$ cat config.mk
export PLATFORM = sky130hd
export DESIGN_NAME = edge_tally
export DESIGN_NICKNAME = d
export VERILOG_FILES = /design/src/rtl/edge_tally_pkg.sv /design/src/rtl/edge_tally_detect.sv /design/src/rtl/edge_tally_ctrl.sv /design/src/rtl/edge_tally_accum.sv /design/src/rtl/edge_tally.sv
export SDC_FILE = /design/constraint.sdc
export NUM_CORES = 1
export LEC_CHECK = 0
export BUFFER_PORTS_ARGS = -buffer_cell sky130_fd_sc_hd__buf_2
export CAP_MARGIN = 20
export CORE_ASPECT_RATIO = 0.75
export CORE_MARGIN = 10
export CORE_UTILIZATION = 58
export CTS_CLUSTER_SIZE = 30
export DETAILED_ROUTE_END_ITERATION = 7
export GPL_TIMING_DRIVEN = 0
export HOLD_SLACK_MARGIN = 0.03
export PLACE_DENSITY = 0.88
export SYNTH_ARGS = -nofsm -noshare
export SYNTH_HDL_FRONTEND = slang
export SYNTH_HIERARCHICAL = 1
export SYNTH_SLANG_ARGS = --single-unit
$ cat constraint.sdc
create_clock -name clk_i -period 2.8 [get_ports clk_i]
set_input_delay 0.28 -clock clk_i [delete_from_list [all_inputs] [get_ports clk_i]]
set_output_delay 0.28 -clock clk_i [all_outputs]
set_load 0.05 [all_outputs]
$ cat src/rtl/edge_tally_pkg.sv
package edge_tally_pkg;
  localparam int unsigned CFG_W = 4;

  // control word layout, bit 0 upwards: rise, fall, send, zero
  typedef struct packed {
    logic zero;
    logic send;
    logic fall;
    logic rise;
  } cfg_t;

  typedef struct packed {
    logic fall;
    logic rise;
  } edge_sel_t;
endpackage

$ cat src/rtl/edge_tally_detect.sv
module edge_tally_detect
  import edge_tally_pkg::*;
(
  input  logic      clk_i,
  input  logic      rst_ni,
  input  logic      sig_i,
  output edge_sel_t hit_o
);
  logic prev_q;
  logic prev_d;

  assign prev_d = sig_i;

  always_ff @(posedge clk_i or negedge rst_ni) begin
    if (!rst_ni) prev_q <= 1'b0;
    else         prev_q <= prev_d;
  end

  always_comb begin
    hit_o.rise = sig_i & ~prev_q;
    hit_o.fall = ~sig_i & prev_q;
  end
endmodule

$ cat src/rtl/edge_tally_ctrl.sv
module edge_tally_ctrl
  import edge_tally_pkg::*;
(
  input  logic      clk_i,
  input  logic      rst_ni,
  input  logic      sync_clr_i,
  input  logic      cfg_vld_i,
  input  cfg_t      cfg_i,
  output edge_sel_t en_o,
  output logic      snap_o,
  output logic      zero_o
);
  edge_sel_t en_q;
  edge_sel_t en_d;
  logic      en_we;

  assign en_we = sync_clr_i | cfg_vld_i;

  always_comb begin
    en_d = en_q;
    if (sync_clr_i) begin
      en_d = '0;
    end else if (cfg_vld_i) begin
      en_d.rise = cfg_i.rise;
      en_d.fall = cfg_i.fall;
    end
  end

  always_ff @(posedge clk_i or negedge rst_ni) begin
    if (!rst_ni)    en_q <= '0;
    else if (en_we) en_q <= en_d;
  end

  assign en_o   = en_q;
  assign snap_o = cfg_vld_i & cfg_i.send & ~sync_clr_i;
  assign zero_o = snap_o & cfg_i.zero;
endmodule

$ cat src/rtl/edge_tally_accum.sv
module edge_tally_accum
  import edge_tally_pkg::*;
#(
  parameter int unsigned CNT_W = 32
) (
  input  logic             clk_i,
  input  logic             rst_ni,
  input  logic             sync_clr_i,
  input  edge_sel_t        hit_i,
  input  edge_sel_t        en_i,
  input  logic             zero_i,
  output logic [CNT_W-1:0] cnt_o
);
  localparam logic [CNT_W-1:0] CNT_MAX = {CNT_W{1'b1}};
  localparam logic [CNT_W-1:0] CNT_ONE = {{(CNT_W-1){1'b0}}, 1'b1};

  logic [CNT_W-1:0] cnt_q;
  logic [CNT_W-1:0] cnt_d;
  logic             step;
  logic             cnt_we;

  assign step   = (hit_i.rise & en_i.rise) | (hit_i.fall & en_i.fall);
  assign cnt_we = sync_clr_i | zero_i | step;

  always_comb begin
    cnt_d = cnt_q;
    if (sync_clr_i) begin
      cnt_d = '0;
    end else if (zero_i) begin
      cnt_d = step ? CNT_ONE : '0;
    end else if (step && (cnt_q != CNT_MAX)) begin
      cnt_d = cnt_q + CNT_ONE;
    end
  end

  always_ff @(posedge clk_i or negedge rst_ni) begin
    if (!rst_ni)     cnt_q <= '0;
    else if (cnt_we) cnt_q <= cnt_d;
  end

  assign cnt_o = cnt_q;
endmodule

$ cat src/rtl/edge_tally.sv
module edge_tally
  import edge_tally_pkg::*;
#(
  parameter int unsigned CNT_W = 32,
  parameter int unsigned EVT_W = 32
) (
  input  logic             clk_i,
  input  logic             rst_ni,
  input  logic             sync_clr_i,
  input  logic             sig_i,
  input  logic             cfg_vld_i,
  input  logic [CFG_W-1:0] cfg_word_i,
  output logic             evt_vld_o,
  output logic [EVT_W-1:0] evt_data_o
);
  localparam int unsigned PAD_W = EVT_W - CNT_W;

  edge_sel_t        hit;
  edge_sel_t        en_q;
  logic             snap;
  logic             zero;
  logic [CNT_W-1:0] cnt_q;
  logic [EVT_W-1:0] cnt_ext;
  logic             vld_q, vld_d;
  logic [EVT_W-1:0] data_q, data_d;
  cfg_t             cfg;

  assign cfg = cfg_t'(cfg_word_i);

  edge_tally_detect det_i (
    .clk_i (clk_i),
    .rst_ni(rst_ni),
    .sig_i (sig_i),
    .hit_o (hit)
  );

  edge_tally_ctrl ctl_i (
    .clk_i     (clk_i),
    .rst_ni    (rst_ni),
    .sync_clr_i(sync_clr_i),
    .cfg_vld_i (cfg_vld_i),
    .cfg_i     (cfg),
    .en_o      (en_q),
    .snap_o    (snap),
    .zero_o    (zero)
  );

  edge_tally_accum #(.CNT_W(CNT_W)) acc_i (
    .clk_i     (clk_i),
    .rst_ni    (rst_ni),
    .sync_clr_i(sync_clr_i),
    .hit_i     (hit),
    .en_i      (en_q),
    .zero_i    (zero),
    .cnt_o     (cnt_q)
  );

  generate
    if (PAD_W > 0) begin : g_pad
      assign cnt_ext = {{PAD_W{1'b0}}, cnt_q};
    end else begin : g_nopad
      assign cnt_ext = cnt_q[EVT_W-1:0];
    end
  endgenerate

  assign vld_d  = snap;
  assign data_d = cnt_ext;

  always_ff @(posedge clk_i or negedge rst_ni) begin
    if (!rst_ni) vld_q <= 1'b0;
    else         vld_q <= vld_d;
  end

  always_ff @(posedge clk_i or negedge rst_ni) begin
    if (!rst_ni)   data_q <= '0;
    else if (snap) data_q <= data_d;
  end

  assign evt_vld_o  = vld_q;
  assign evt_data_o = data_q;
endmodule

### Yosys cells after proc, flatten, opt, wreduce, memory -nomap -nowiden

Cells that the tools add are included.

* add/sub/neg operators: 1
* equality and inequality tests: 1
* multiplexer cells: 6
* bitwise gates (word level): 14
* reductions and logical operators: 5

Operators by type and width (count)
* $mux W32: 3
* $add A32 B1 Y32 const B: 1
* $ne A32 B32 Y1 const B: 1
* $and A1 B1 Y1: 7
* $mux W2: 2
* $or A1 B1 Y1: 4
* $reduce_and A2 Y1: 2
* $not A1 Y1: 3
* $reduce_bool A3 Y1: 1
* $reduce_bool A2 Y1: 1
* $logic_and A1 B1 Y1: 1
* $mux W1: 1

* register bits: 68
* input bits: 9
* output and inout port bits: 33
* word-level logic and storage cells: 33

### Logic depth before layout (Yosys ltp)

Gate-level depths: netlist of run 1.

* depth after elaboration: 8
* gate-level depth with buffers: 7
* depth with buffers taken out: 6

### Modules after synthesis

Netlist of run 1, hierarchy kept.

Modules (own cells, without submodules)
* edge_tally_accum: instances 1, cells each 204, area each 1873.0 um^2, sequential area each 800.8 um^2
* edge_tally: instances 1, cells each 69, area each 1370.1 um^2, sequential area each 825.8 um^2
* edge_tally_ctrl: instances 1, cells each 9, area each 97.6 um^2, sequential area each 50.0 um^2
* edge_tally_detect: instances 1, cells each 3, area each 40.0 um^2, sequential area each 25.0 um^2

### Least setup slack after synthesis of run 1

OpenSTA, ideal clock, no wires.

* path type: flip-flop to flip-flop
* start point: register acc_i.cnt_q[2], in the netlist acc_i/cnt_o[2]
* end point: register acc_i.cnt_q[24], in the netlist acc_i/cnt_o[24]
* library setup time: 0.120 ns
* arrival: 2.001 ns
* required time: 2.680 ns
* setup slack: 0.678 ns
* cell stages (with the launch flop): 8
* buffers on the path: 2
* clock period less this slack: 2.122 ns
* path through: dfrtp_1 buf_4 nand4_2 or4_1 buf_2 nor4_4 a31oi_1 a41o_1

* longest elaborated chain between the ends: 4
* elaborated cells on any way between the ends: 8
* classes of those cells: 1 x add/sub; 1 x eq/ne; 3 x mux; 3 x reduce/logical

Ends and longest elaborated chain
* from (decl): line edge_tally_accum.sv:17 `logic [CNT_W-1:0] cnt_q;`
* from (signal assigned): line edge_tally_accum.sv:38 `else if (cnt_we) cnt_q <= cnt_d;`
* $add A32 B1 Y32 / $ne A32 B32 Y1 (equally long branches): line edge_tally_accum.sv:32, edge_tally_accum.sv:31
* $mux W32 / $logic_and A1 B1 Y1 (equally long branches): line edge_tally_accum.sv:31 `end else if (step && (cnt_q != CNT_MAX)) begin`
* $mux W32 / $reduce_bool A3 Y1 (equally long branches)
* $mux W32 / $reduce_and A2 Y1 (equally long branches)

Parallel ways exist; a longest one is shown, timed or not. The select of a mux whose other input is x is not followed.
A chain may end at the register's enable or synchronous reset.

### Worst setup path after layout of run 1

* start point: register acc_i.cnt_q[13], in the netlist acc_i/cnt_o[13]
* end point: register acc_i.cnt_q[31], in the netlist acc_i/cnt_o[31]

Same word-level chain as after synthesis.

==> results of run 1 <==
-- sequential cells by signal (all words and copies together), names as in the netlist --
name and flops:
acc_i/cnt_o 32, ctl_i/en_o 2, det_i/prev_q 1, evt_data_o 32
evt_vld_o 1
-- worst min path at each step --
stage / endpoint / start / slack (ns)
detailed placement: det_i/prev_q / sig_i / 0.42
global route: det_i/prev_q / sig_i / 0.05
CTS: acc_i/cnt_o[18] / rst_ni / 0.05
finish: evt_data_o[10] / rst_ni / 0.03
floorplan: acc_i/cnt_o[0] / rst_ni / -0.02
global placement: det_i/prev_q / sig_i / 0.41
-- layer usage --
layer / track usage / vias up / wire length [µm]
li1: - / 1156 / -
met1: 0.227 / 1216 / 3310
met2: 0.249 / 109 / 3330
met3: 0.0822 / 17 / 690
met4: 0.0472 / 0 / 107
met5: 0 / - / 0
-- kinds of logic after synthesis --
| logic type | after synthesis | synth area share |
|---|---|---|
| buffers and inverters | 15 | 0.0348 |
| AO/OA/AOI/OAI | 46 | 0.0955 |
| XOR/XNOR | 12 | 0.0311 |
| adder cells (fa/ha/maj) | 1 | 0.00370 |
| flip-flops | 68 | 0.503 |
| multiplexers | 37 | 0.155 |
| AND/OR/NAND/NOR | 106 | 0.177 |
-- cells in the mapped netlist, drive strengths merged, types with 2 or more instances --
cell type / n
a211oi: 7
a21o: 3
a21oi: 12
a31o: 2
a31oi: 8
a41o: 7
and3: 4
and4: 4
buf: 7
clkbuf: 5
dfrtp: 68
inv: 3
mux2: 32
mux2i: 5
nand2: 22
nand3: 8
nand4: 12
nor2: 31
nor3: 4
nor4: 7
o21ai: 2
o31ai: 2
or2: 2
or3: 5
or4: 3
xnor2: 12
-- stage by stage --
stage | area [µm²] | cells
detailed placement | 3680 | 401
CTS | 3900 | 417
floorplan | 3380 | 285
finish | 3900 | 417
global route | 3900 | 417
global placement | 3680 | 401
-- cell type report --
type                       count  area [µm²]  share of cell area
clock buffer                  13         179              0.0458
timing repair buffer          41         208              0.0532
sequential                    68        1700               0.436
tap                           75        93.8              0.0240
buffer                        12         106              0.0272
multi-input combinational    202        1560               0.400
clock inverter                 3        42.5              0.0109
inverter                       3        11.3             0.00288
-- power breakdown --
group          switching, mW  total, mW  leakage [nW]  internal (mW)
Combinational         0.0619     0.0922         0.836         0.0303
Clock                  0.360      0.867         0.112          0.507
Sequential           0.00422      0.991         0.946          0.987
Total                  0.426       1.95          1.89           1.52
==> results.sh, run 1 <==
export IMPL_grt_overflow=0
export IMPL_port_buffers=41
export IMPL_finalClockSkew_ns=0.00885
export IMPL_crit_path_end="acc_i/cnt_o[31]"
export IMPL_reg2reg_setup_slack_ns=0.22
export IMPL_tritoncts="yes"
export IMPL_r2r_end="acc_i/cnt_o[31]"
export IMPL_avgRoutedWirePerCell_um=17.8
export IMPL_area_growth_pct=15.5
export IMPL_status="finished, final reports clean"
export IMPL_synth_flop_cell="dfrtp_1"
export IMPL_synth_top_area_frac=0.503
export IMPL_dieHeight_um=86.1
export IMPL_io_pins=42
export IMPL_clkLatencyLatePin_ns=0.35
export IMPL_synth_edf_count=0
export IMPL_worstRegToRegCells=7
export IMPL_cts_resized=0
export IMPL_fin_hold_ws_ns=0.0298
export IMPL_cts_setup_buffers=0
export IMPL_dpl_hpwl_mm=5.15
export IMPL_min_period_over_period=0.922
export IMPL_grt_use_total=0.173
export IMPL_crit_type="reg -> reg"
export IMPL_clk_pin_slew_worst_paths_ns=0.07
export IMPL_cp_depth=7
export IMPL_tightestPinTransition_ns=0.834
export IMPL_drc=0
export IMPL_via_per_inst=5.99
export IMPL_num_nets_final=347
export IMPL_path_max_fanout=10
export IMPL_fillCellCount=410
export IMPL_initial_core_util=0.615
export IMPL_power_leakage_nw=1.89
export IMPL_cp_num_buf_inv=2
export IMPL_min_path_type="in -> async"
export IMPL_cts_hold_buf=0
export IMPL_core_area_um2=5500
export IMPL_vias=2498
export IMPL_maxCapViolations=0
export IMPL_diodes=0
export IMPL_synth_nets=295
export IMPL_grt_pass1_vias=2539
export IMPL_root_buffer="clkbuf_8"
export IMPL_rsz0062_at_grt="no"
export IMPL_crit_start="acc_i/cnt_o[13]"
export IMPL_ant_nets=0
export IMPL_setup_slack_ns=0.218
export IMPL_syn_avg_cell_area_um2=11.9
export IMPL_layout_drive_gt1_share=0.310
export IMPL_worst_path_max_delay_cell="nor4_2"
export IMPL_routed_wl_mm=7.44
export IMPL_yosysTopAreaCell="dfrtp_1"
export IMPL_ys_seq_area_frac=0.503
export IMPL_synthArstFlopShare=1.00
export IMPL_path_cells="buf_1, nand4_1, nor4_2, a21oi_1, clkbuf_1, nand4_1, mux2i_1"
export IMPL_fin_util=0.710
export IMPL_setup_tns_final_ns=0
export IMPL_grt_antenna_before_repair=0
export IMPL_clock_sinks=68
export IMPL_grt_pass1_wl_mm=12.8
export IMPL_cts_buffers=9
export IMPL_cpLargestDelayFamily="simple AND/OR/NAND/NOR gates"
export IMPL_first_pass_iters=5
export IMPL_synth_seq_cells=68
export IMPL_rows=23
export IMPL_final_cell_mix="dfrtp_1, buf_2, mux2_4, nor2_1, nand2_1"
export IMPL_worstPathArrival_ns=2.85
export IMPL_final_common_cell="dfrtp_1"
export IMPL_syn_cell_area_um2=3380
export IMPL_finalHoldViolCount=0
export IMPL_finalCriticalPeriod_ns=2.58
export IMPL_powerDensity_nw_per_um2=500
export IMPL_max_freq_ghz=0.387
export IMPL_start_kind="flop"
export IMPL_fp_dieArea_um2=9310
export IMPL_gp_congestion=0.892
export IMPL_synth_cell_types=44
export IMPL_die_width_um=108
export IMPL_htreeDepth=3
export IMPL_rr_startpoint="acc_i/cnt_o[13]"
export IMPL_clockBufferDepth=2
export IMPL_cpMostUsedCell="nand4_1"
export IMPL_syn_inst=285
export IMPL_cp_end_kind="flop"
export IMPL_power_mw=1.95
export IMPL_peakVddDrop_mv=0.429
export IMPL_yosys_warnings=6
export IMPL_timing_critical_path_required_ns=3.07
export IMPL_maxSlewViolCount=0
export IMPL_synth_area_leaders="dfrtp_1, mux2_4, nor2_1, xnor2_1, nand2_1"
export IMPL_drt_iter0_drc=291
export IMPL_grt_max_degree=69
export IMPL_max_slew_margin=0.444
export IMPL_max_stage_delay_ns=0.61
export IMPL_setup_viol=0
export IMPL_placement_setup_worst_slack_ns=0.283
Note: power is estimated with default switching activity, not from simulation.
==> inputs of run 2 (changes only) <==
MAX_ROUTING_LAYER = met4   (was not set)
==> run 2 against run 1 <==
Die area is the same; non-clock buffer count is the same; sequential power is essentially flat; hold slack improved by 0.0074 ns; combinational power is essentially flat; maximum frequency increased by 0.10%; worst setup slack better by 0.0026 ns; critical path depth unchanged; clock skew about the same; clock power hardly changed; global-route usage rose by 0.48 points.
==> results.sh, run 2 (same netlist as run 1, synthesis figures left out) <==
export IMPL_status="finished, final reports clean"
export IMPL_tritoncts="yes"
export IMPL_maxSlewViolCount=0
export IMPL_cts_hold_buf=0
export IMPL_tightestPinTransition_ns=0.829
export IMPL_initial_core_util=0.615
export IMPL_setup_viol=0
export IMPL_core_area_um2=5500
export IMPL_min_path_type="in -> async"
export IMPL_first_pass_iters=4
export IMPL_dpl_hpwl_mm=5.15
export IMPL_clock_sinks=68
export IMPL_multi_input_area_um2=1560
export IMPL_maxCapViolations=0
export IMPL_io_pins=42
export IMPL_cts_setup_buffers=0
export IMPL_peakVddDrop_mv=0.430
export IMPL_routed_wl_mm=7.45
export IMPL_cts_buffers=9
export IMPL_worstRegToRegCells=7
export IMPL_min_period_over_period=0.921
export IMPL_root_buffer="clkbuf_8"
export IMPL_cp_end_kind="flop"
export IMPL_die_width_um=108
export IMPL_vias=2491
export IMPL_power_leakage_nw=1.89
export IMPL_drc=0
export IMPL_setup_tns_final_ns=0
export IMPL_path_cells="buf_4, nand4_2, nor4_2, a21oi_1, clkbuf_1, nand4_1, mux2i_1"
export IMPL_max_freq_ghz=0.388
export IMPL_max_slew_margin=0.448
export IMPL_path_max_fanout=10
export IMPL_grt_pass1_wl_mm=12.8
export IMPL_layout_drive_gt1_share=0.310
export IMPL_crit_type="reg -> reg"
export IMPL_powerDensity_nw_per_um2=500
export IMPL_clk_pin_slew_worst_paths_ns=0.07
export IMPL_ant_nets=0
export IMPL_fillCellCount=410
export IMPL_num_nets_final=347
export IMPL_fp_dieArea_um2=9310
export IMPL_worstPathArrival_ns=2.85
export IMPL_power_mw=1.95
export IMPL_start_kind="flop"
export IMPL_worst_path_max_delay_cell="nor4_2"
export IMPL_regArea_um2=1700
export IMPL_clkLatencyLatePin_ns=0.35
export IMPL_diodes=0
export IMPL_grt_antenna_before_repair=0
export IMPL_area_growth_pct=15.5
export IMPL_rsz0062_at_grt="no"
export IMPL_port_buffers=41
export IMPL_via_per_inst=5.97
export IMPL_rows=23
export IMPL_clockBufferDepth=2
export IMPL_timing_critical_path_required_ns=3.07
export IMPL_htreeDepth=3
export IMPL_grt_pass1_vias=2547
export IMPL_finalClockSkew_ns=0.00931
export IMPL_cts_resized=0
export IMPL_final_common_cell="dfrtp_1"
export IMPL_final_cell_mix="dfrtp_1, buf_2, mux2_4, nor2_1, nand2_1"
export IMPL_gp_congestion=0.907
export IMPL_grt_overflow=0
export IMPL_dieHeight_um=86.1
export IMPL_max_stage_delay_ns=0.75
export IMPL_avgRoutedWirePerCell_um=17.9
export IMPL_finalHoldViolCount=0
export IMPL_finalCriticalPeriod_ns=2.58
export IMPL_grt_max_degree=69
export IMPL_grt_use_total=0.178
export IMPL_drt_iter0_drc=278
-- run 2: worst paths after layout --
path                            slack, ns      startpoint              end
worst max-delay path                 0.22  acc_i/cnt_o[2]  acc_i/cnt_o[31]
worst min-delay path                 0.04          rst_ni  acc_i/cnt_o[18]
worst max register to register       0.22  acc_i/cnt_o[2]  acc_i/cnt_o[31]
worst min register to register       0.51  evt_data_o[22]   evt_data_o[22]
max in group asynchronous            2.23          rst_ni   acc_i/cnt_o[0]
min in group clk_i                   0.07           sig_i     det_i/prev_q
-- run 2: stage by stage --
step / setup slack, ns / instance area (µm²) / utilization / instances / hold WS, ns
2_1_floorplan: 0.678 / 3380 / - / 285 / -0.0156
3_3_place_gp: 0.325 / 3680 / 0.669 / 401 / 0.411
3_5_place_dp: 0.283 / 3680 / 0.670 / 401 / 0.418
4_1_cts: 0.256 / 3900 / 0.710 / 417 / 0.0478
5_1_grt: 0.0291 / 3900 / 0.710 / 417 / 0.0505
6_report: 0.220 / 3900 / 0.710 / 417 / 0.0372
-- run 2: area by class of cell --
| class | count | area share |
|---|---|---|
| multi-input cells | 202 | 0.400 |
| clock buffers | 13 | 0.0458 |
| plain buffers | 12 | 0.0272 |
| clock inverters | 3 | 0.0109 |
| well taps | 75 | 0.0240 |
| flip-flops and latches | 68 | 0.436 |
| repair buffers | 41 | 0.0532 |
| inverters | 3 | 0.00288 |
-- run 2: layer usage --
metal | wire length (µm) | track usage
met1 | 3410 | 0.232
met2 | 3370 | 0.249
met3 | 545 | 0.0725
met4 | 122 | 0.0472
met5 | 0 | -
-- run 2: critical path: cells and delay by family, from the launching register on --
kind / cells / cell delay (ns)
and+or+nand+nor: 3 / 1.13
buffers and inverters: 2 / 0.49
DFF: 1 / 0.36
AOI/OAI and AO/OA: 1 / 0.31
muxes: 1 / 0.20
-- run 2: where the power goes --
part,switching (mW),leakage [nW],internal (mW)
logic,0.0618,0.836,0.0303
clock network,0.362,0.112,0.507
registers,0.00425,0.946,0.987
total,0.428,1.89,1.52
==> inputs of run 3 (changes only) <==
CORE_UTILIZATION = 60   (was 58)
PLACE_DENSITY = 0.94   (was 0.88)
clock period = 3.3 ns   (was 2.8 ns; I/O delays follow)
==> run 3 against run 2 <==
Combinational power down 16%; via count down 1.4%; register-to-register slack better by 0.43 ns; die area down 2.6%; clock skew down 0.0037 ns; wire length down 1.7%; cell count down 0.48%; sequential power down 15%; utilization down 0.069 points; total power down 24%; hold slack better by 0.046 ns.
==> results.sh, run 3 (same netlist as run 1, synthesis figures left out) <==
export IMPL_clockBufferDepth=2
export IMPL_post_route_cell_area_um2=3840
export IMPL_port_buffers=41
export IMPL_maxCapViolations=0
export IMPL_worstPathArrival_ns=2.91
export IMPL_max_freq_ghz=0.377
export IMPL_clkLatencyLatePin_ns=0.34
export IMPL_area_growth_pct=13.5
export IMPL_placed_area_um2=3680
export IMPL_diodes=0
export IMPL_grt_pass1_vias=2543
export IMPL_initial_core_util=0.625
export IMPL_start_kind="flop"
export IMPL_drt_iter0_drc=201
export IMPL_crit_type="reg -> reg"
export IMPL_cts_buffers=9
export IMPL_tightestPinTransition_ns=0.871
export IMPL_cts_resized=0
export IMPL_fp_dieArea_um2=9070
export IMPL_grt_antenna_before_repair=0
export IMPL_gp_congestion=0.894
export IMPL_max_slew_margin=0.415
export IMPL_num_nets_final=347
export IMPL_cts_setup_buffers=0
export IMPL_rsz0062_at_grt="no"
export IMPL_ant_nets=0
export IMPL_final_common_cell="dfrtp_1"
export IMPL_vias=2456
export IMPL_routed_wl_mm=7.32
export IMPL_avgRoutedWirePerCell_um=17.6
export IMPL_final_cell_mix="dfrtp_1, buf_2, mux2_4, nor2_1, nand2_1"
export IMPL_via_per_inst=5.92
export IMPL_die_width_um=107
export IMPL_clk_pin_slew_worst_paths_ns=0.07
export IMPL_layout_drive_gt1_share=0.303
export IMPL_min_period_over_period=0.804
export IMPL_core_area_um2=5410
export IMPL_clock_sinks=68
export IMPL_min_path_type="in -> async"
export IMPL_finalCriticalPeriod_ns=2.65
export IMPL_path_max_fanout=10
export IMPL_cp_end_kind="flop"
export IMPL_htreeDepth=3
export IMPL_first_pass_iters=4
export IMPL_dieHeight_um=85.0
export IMPL_setup_tns_final_ns=0
export IMPL_grt_max_degree=69
export IMPL_finalClockSkew_ns=0.00564
export IMPL_powerDensity_nw_per_um2=388
export IMPL_grt_use_total=0.176
export IMPL_grt_pass1_wl_mm=12.6
export IMPL_status="finished, final reports clean"
export IMPL_io_pins=42
export IMPL_setup_viol=0
export IMPL_power_leakage_nw=1.87
export IMPL_maxSlewViolCount=0
export IMPL_drc=0
export IMPL_dpl_hpwl_mm=5.18
export IMPL_tritoncts="yes"
export IMPL_grt_overflow=0
export IMPL_root_buffer="clkbuf_8"
export IMPL_peakVddDrop_mv=0.301
export IMPL_cts_hold_buf=0
export IMPL_finalHoldViolCount=0
export IMPL_rr_startpoint="acc_i/cnt_o[3]"
export IMPL_crit_start="acc_i/cnt_o[3]"
export IMPL_timing_critical_path_required_ns=3.56
export IMPL_rows=23
==> run 3: worst paths after layout <==
kind,slack [ns],cells after the start,end
hold reg to reg,0.50,1,evt_data_o[2]
hold / removal,0.08,1,evt_data_o[10]
min in group clk_i,0.12,1,det_i/prev_q
setup / recovery,0.65,6,acc_i/cnt_o[31]
max in group asynchronous,2.67,1,acc_i/cnt_o[25]
setup reg to reg,0.65,6,acc_i/cnt_o[31]
==> run 3: routing by layer <==
metal,global-route usage,up-vias,wire length (µm)
li1,-,1159,-
met1,0.230,1198,3480
met2,0.256,86,3170
met3,0.0597,13,581
met4,0.0479,0,97
met5,-,-,0
==> run 3: area by class of cell <==
type                            instances  area [µm²]
Sequential cell                        68        1700
Fill cell                             408        1570
Multi-Input combinational cell        202        1560
Timing Repair Buffer                   41         208
Clock buffer                           11         141
Buffer                                 12         106
Tap cell                               75        93.8
Clock inverter                          3        15.0
Inverter                                3        11.3
==> run 3: where the power goes <==
part           leakage, nW  switching [mW]  internal (mW)
clock network       0.0848           0.289          0.281
registers            0.946         0.00349          0.838
logic                0.836          0.0520         0.0257
==> run 3: through the flow <==
step / worst slack (ns) / util / total power [mW] / cells / hold WS (ns)
floorplan: 1.18 / - / 0.902 / 285 / 0.0344
global placement: 0.813 / 0.680 / 0.933 / 401 / 0.461
detailed placement: 0.742 / 0.681 / 0.936 / 401 / 0.464
CTS: 0.682 / 0.710 / 1.51 / 415 / 0.105
global route: 0.491 / 0.710 / 1.55 / 415 / 0.110
finish: 0.646 / 0.710 / 1.49 / 415 / 0.0833
==> run 3: worst max-delay path, cell delays in order, from the launching register on <==
cell	delay, ns
dfrtp_1	0.48
nand4_2	0.22
nor4_2	0.82
a21oi_1	0.31
clkbuf_1	0.35
nand4_1	0.21
mux2i_1	0.18
